**config.mk**
```make
export PLATFORM = sky130hd
export DESIGN_NAME = ide_dma_seq
export DESIGN_NICKNAME = d
export VERILOG_FILES = /design/src/rtl/ide_dma_seq.sv
export SDC_FILE = /design/constraint.sdc
export NUM_CORES = 1
export LEC_CHECK = 0
export BUFFER_PORTS_ARGS = -buffer_cell sky130_fd_sc_hd__buf_4
export CAP_MARGIN = 15
export CORE_MARGIN = 3
export CORE_UTILIZATION = 59
export DETAILED_ROUTE_END_ITERATION = 6
export PLACE_DENSITY = 0.85
export SETUP_SLACK_MARGIN = 0.02
export SLEW_MARGIN = 20
export SYNTH_ARGS = -nofsm -noshare
export SYNTH_HDL_FRONTEND = slang
export SYNTH_SLANG_ARGS = --single-unit
```
**constraint.sdc**
```tcl
create_clock -name clk -period 8.84 [get_ports clk]
set_input_delay 0.442 -clock clk [delete_from_list [all_inputs] [get_ports clk]]
set_output_delay 0.442 -clock clk [all_outputs]
set_load 0.005 [all_outputs]
```
**src/rtl/ide_dma_seq.sv**
```systemverilog
module ide_dma_seq #(
  parameter int CNT_W  = 32,
  parameter int LBA_W  = 48,
  parameter int OFF_W  = 64,
  parameter int ADDR_W = 32,
  parameter int NS_W   = 16
) (
  input  logic              clk,
  input  logic              rst_n,
  input  logic              start_i,
  input  logic              atapi_i,
  input  logic [NS_W-1:0]   nsect_i,
  input  logic [CNT_W-1:0]  pkt_size_i,
  input  logic [LBA_W-1:0]  sector_i,
  input  logic [LBA_W-1:0]  lba_i,
  input  logic [1:0]        cmd_i,
  output logic              kick_o,
  output logic              active_o,
  output logic [CNT_W-1:0]  remain_o,
  output logic [CNT_W-1:0]  index_o,
  input  logic              chunk_valid_i,
  input  logic [ADDR_W-1:0] chunk_addr_i,
  input  logic [CNT_W-1:0]  chunk_len_i,
  output logic              take_o,
  output logic              stall_o,
  output logic              st_req_o,
  output logic              st_wr_o,
  output logic              st_trim_o,
  output logic [OFF_W-1:0]  st_off_o,
  output logic [ADDR_W-1:0] st_addr_o,
  output logic [CNT_W-1:0]  st_len_o,
  input  logic              st_done_i,
  input  logic              st_err_i,
  output logic              copy_o,
  output logic [CNT_W-1:0]  copy_len_o,
  output logic              drv_irq_o,
  output logic              atapi_ok_o,
  output logic              dma_err_o,
  output logic              atapi_err_o,
  output logic              illegal_o,
  output logic              end_o
);
  localparam int SECT_SH = 9;
  localparam int BLK_SH  = 11;
  localparam logic [1:0] CMD_RD = 2'd0, CMD_WR = 2'd1, CMD_TRIM = 2'd2;

  logic             atapi_q, wait_q;
  logic [LBA_W-1:0] sector_q, lba_q;
  logic [1:0]       cmd_q;

  wire rem_le0 = $signed(remain_o) <= 0;
  wire nonblk  = atapi_q && (&lba_q);
  wire [OFF_W-1:0] base_off = atapi_q ? (OFF_W'(lba_q) << BLK_SH) : (OFF_W'(sector_q) << SECT_SH);
  wire [OFF_W-1:0] cur_off  = base_off + OFF_W'(index_o);
  wire [CNT_W-1:0] clamp    = (chunk_len_i < remain_o) ? chunk_len_i : remain_o;

  always_ff @(posedge clk or negedge rst_n) begin
    if (!rst_n) begin
      {atapi_q, wait_q, active_o, kick_o, take_o, stall_o, st_req_o, st_wr_o, st_trim_o} <= '0;
      {copy_o, drv_irq_o, atapi_ok_o, dma_err_o, atapi_err_o, illegal_o, end_o} <= '0;
      sector_q <= '0; lba_q <= '0; cmd_q <= '0;
      remain_o <= '0; index_o <= '0; st_off_o <= '0; st_addr_o <= '0;
      st_len_o <= '0; copy_len_o <= '0;
    end else begin
      {kick_o, take_o, stall_o, st_req_o, copy_o} <= '0;
      {drv_irq_o, atapi_ok_o, dma_err_o, atapi_err_o, illegal_o, end_o} <= '0;
      if (start_i) begin
        atapi_q  <= atapi_i;
        sector_q <= sector_i;
        lba_q    <= lba_i;
        cmd_q    <= cmd_i;
        index_o  <= '0;
        remain_o <= atapi_i ? pkt_size_i : (CNT_W'(nsect_i) << SECT_SH);
        active_o <= 1'b1;
        wait_q   <= 1'b0;
        kick_o   <= 1'b1;
      end else if (wait_q) begin
        if (st_done_i) begin
          wait_q <= 1'b0;
          end_o  <= 1'b1;
          if (st_err_i) begin
            dma_err_o   <= !atapi_q;
            atapi_err_o <= atapi_q;
            active_o    <= 1'b0;
          end else if (rem_le0) begin
            drv_irq_o  <= !atapi_q;
            atapi_ok_o <= atapi_q;
            active_o   <= 1'b0;
          end
        end
      end else if (chunk_valid_i) begin
        if (!active_o) begin
          stall_o <= 1'b1;
        end else if (rem_le0) begin
          drv_irq_o  <= !atapi_q;
          atapi_ok_o <= atapi_q;
          active_o   <= 1'b0;
          end_o      <= 1'b1;
        end else if (chunk_len_i == '0) begin
          end_o <= 1'b1;
        end else if (nonblk) begin
          remain_o   <= clamp;
          copy_len_o <= clamp;
          copy_o     <= 1'b1;
          take_o     <= 1'b1;
          atapi_ok_o <= 1'b1;
          active_o   <= 1'b0;
          end_o      <= 1'b1;
        end else if (!atapi_q && cmd_q == 2'd3) begin
          illegal_o <= 1'b1;
          active_o  <= 1'b0;
          end_o     <= 1'b1;
        end else begin
          st_off_o  <= cur_off;
          st_addr_o <= chunk_addr_i;
          st_len_o  <= chunk_len_i;
          st_wr_o   <= !atapi_q && (cmd_q == CMD_WR || cmd_q == CMD_TRIM);
          st_trim_o <= !atapi_q && (cmd_q == CMD_TRIM);
          remain_o  <= remain_o - chunk_len_i;
          index_o   <= index_o + chunk_len_i;
          take_o    <= 1'b1;
          st_req_o  <= 1'b1;
          wait_q    <= 1'b1;
        end
      end
    end
  end


  kick_armed_chk: assert property (@(posedge clk) disable iff (!rst_n)
    kick_o |-> active_o && index_o == '0);

  stall_quiet_chk: assert property (@(posedge clk) disable iff (!rst_n)
    stall_o |-> !active_o && !take_o && !st_req_o);

  finish_ends_chk: assert property (@(posedge clk) disable iff (!rst_n)
    (drv_irq_o || atapi_ok_o) |-> end_o && !active_o);

  req_single_chk: assert property (@(posedge clk) disable iff (!rst_n)
    st_req_o |=> !st_req_o);

  one_outcome_chk: assert property (@(posedge clk) disable iff (!rst_n)
    $onehot0({drv_irq_o, atapi_ok_o, dma_err_o, atapi_err_o, illegal_o}));

  held_remain_chk: assert property (@(posedge clk) disable iff (!rst_n)
    (wait_q && !st_done_i && !start_i) |=> $stable(remain_o) && !take_o);
endmodule

```
==> impl_metrics.json <==
{
  "status": "completed",
  "place_ws_ns": 4.03,
  "synth_commonest_cells": "362 x nand2_1, 334 x dfrtp_1, 222 x o21ai_0, 138 x a21oi_1, 129 x mux2_2",
  "finClkSkew_ns": 0.0219,
  "power.density_nw_per_um2": 291,
  "drc_errors": 0,
  "die_h_um": 187,
  "grt_max_degree": 172,
  "synth-warning-count": 0,
  "critPathKind": "register to register",
  "postLayoutCoreUtil": 0.757,
  "placed_cell_area_um2": 22900,
  "tritoncts": "done",
  "wl_per_cell_um": 23.0,
  "worstSkewPairLatency_ns": 0.54,
  "critPathMostFrequentCell": "nand4_1",
  "leakage_nw": 11.5,
  "synthMostInstantiatedCell": "nand2_1",
  "cp_cell_sequence": "nand4_1, nor4_1, nand4_1, and2_1, nand2_4, buf_4, buf_6, o21ai_0",
  "areaGrowthSynthToFinish_pct": 24.8,
  "core_region_area_um2": 32000,
  "slew_headroom": 0.331,
  "clockBufferDepth": 3,
  "path_max_fanout": 127,
  "cp_slowest_cell": "nor4_1",
  "cts_max_level": 2,
  "fin_ws_ns": 4.17,
  "grt_pass1_wl_mm": 106,
  "drive_gt1_frac": 0.269,
  "first_pass_iters": 6,
  "initial_core_util": 0.607,
  "setup_viol": 0,
  "clkTransAtPathRegs_ns": 0.06,
  "final_cells": 2962,
  "ys_ff_latch": 334,
  "place_inst": 2892,
  "hold_viol": 0,
  "synth_top_area_frac": 0.431,
  "syn_area_um2": 19400,
  "rows": 65,
  "ys_top_cells_by_area": "dfrtp_1 43%, mux2_2 7.5%, nand2_1 7.0%, o21ai_0 5.7%, ha_1 5.7%",
  "io_buffers": 450,
  "yosysTopAreaCell": "dfrtp_1",
  "drt_wl_total_mm": 68.1,
  "numClockSinks": 334,
  "drtAntennaViolNets": 0,
  "ys.flop_type": "dfrtp_1",
  "root_buffer": "clkbuf_16",
  "finalPower_mw": 7.03,
  "startpoint_type": "register",
  "period_share": 0.529,
  "setup_tns_ns": 0,
  "drv_slew": 0,
  "cp.arrival_ns": 5.04,
  "max_cap_viol_count": 0,
  "antenna_cells": 0,
  "antenna_found_initial": 0,
  "cp-end-kind": "register",
  "tightest_slew_ns": 1.00,
  "yosysSeqAreaShare": 0.431,
  "dr.first_iter.drc_count": 1816,
  "cts_setup_buffers": 0,
  "vias": 18600,
  "dieArea_um2": 35100,
  "synth_edf_count": 0,
  "fmax_mhz": 214,
  "rsz0062_at_grt": "no",
  "numCtsBuffers": 38,
  "viasPerCell": 6.28,
  "postCtsHoldBufs": 1,
  "design_area_um2": 24200,
  "layout_min_cycle_time_ns": 4.67,
  "die_w_um": 187,
  "dp_hpwl_mm": 51.3,
  "async_flop_share": 1.00,
  "syn_avg_cell_area_um2": 9.20,
  "hold_class": "input pin to register",
  "whs_ns": 0.0955,
  "synthCells": 2108,
  "cts_resized": 0,
  "ys_types": 74,
  "max_stage_delay_ns": 0.73,
  "grtUsageTotal": 0.378,
  "gp_congestion": 1.01,
  "nets": 2806,
  "grt.overflow.total": 0,
  "grt_pass1_vias": 18300,
  "crit_required_ns": 9.21,
  "ios": 455,
  "fillers": 2286,
  "peakVddDrop_uv": 218
}
==> sequential cells by signal, summed over array words and instances, names as in the netlist, 2 cells and up <==
name / count
cmd_q: 2
copy_len_o: 32
index_o: 32
lba_q: 48
remain_o: 32
sector_q: 48
st_addr_o: 32
st_len_o: 32
st_off_o: 60
==> power breakdown <==
part	leakage, nW	switching (mW)	internal, mW	total [mW]
Sequential	4.15	0.402	1.87	2.27
Combinational	6.75	1.75	1.40	3.15
Clock	0.623	0.660	0.951	1.61
Total	11.5	2.81	4.22	7.03
==> worst max-delay path: cells and delay by family (launching register included) <==
family | cells | cell delay (ns)
and+or+nand+nor | 5 | 2.31
buffers and inverters | 2 | 1.38
DFF | 1 | 0.42
AOI/OAI and AO/OA | 1 | 0.25
==> logic make-up (layout without fill, tap and decap cells) <==
logic type,after synthesis,in the layout,synth area share
muxes,152,152,0.0868
DFF,334,334,0.431
xor gates and xnor gates,93,93,0.0420
AOI/OAI and AO/OA,571,571,0.179
adders and majority gates,91,91,0.0599
and+or+nand+nor,687,687,0.161
buffers and inverters,179,595,0.0397
other,1,4,0.000193
==> final cells by class <==
type                            instances  area [um^2]  share of cell area
Multi-Input combinational cell       1598        10300               0.425
Sequential cell                       334         8360               0.346
Timing Repair Buffer                  462         3490               0.144
Clock buffer                           52         1080              0.0448
Tap cell                              435          544              0.0225
Inverter                               64          241             0.00998
Clock inverter                         17          186             0.00771
==> cells in the final DEF (no fill, tap or decap), types with 15 or more instances in the layout <==
master,synthesis,final
a211oi_1,20,20
a21o_1,37,37
a21oi_1,138,138
a221oi_1,15,15
buf_4,13,458
clkbuf_16,0,38
dfrtp_1,334,333
ha_1,88,88
inv_1,62,61
mux2_2,129,129
mux2i_1,23,23
nand2_1,362,361
nand3_1,40,40
nand4_1,35,35
nor2_1,104,103
nor2b_1,24,24
nor3_1,31,31
nor4_1,29,29
o21ai_0,222,221
xnor2_1,47,47
xor2_1,46,46
==> worst paths after layout <==
check | startpoint | end | slack [ns] | depth (start not counted)
worst max-delay path | lba_q[26] | st_off_o[13] | 4.17 | 8
worst min-delay path | chunk_addr_i[0] | st_addr_o[0] | 0.1 | 3
worst max register to register | lba_q[26] | st_off_o[13] | 4.17 | 8
worst min register to register | st_addr_o[0] | st_addr_o[0] | 0.48 | 2
max in group asynchronous | rst_n | atapi_q | 6.79 | 3
min in group asynchronous | rst_n | st_off_o[38] | 0.47 | 2
==> metal layers <==
layer  vias to the layer above  GRT usage  part of all wire
met4                         0      0.168             0.051
met3                       219     0.0840              0.10
met1                      9034      0.500              0.39
li1                       8292          -                 -
met5                         -          0                 0
met2                      1054      0.601              0.45
No activity file was read; power rests on OpenSTA's default activity.
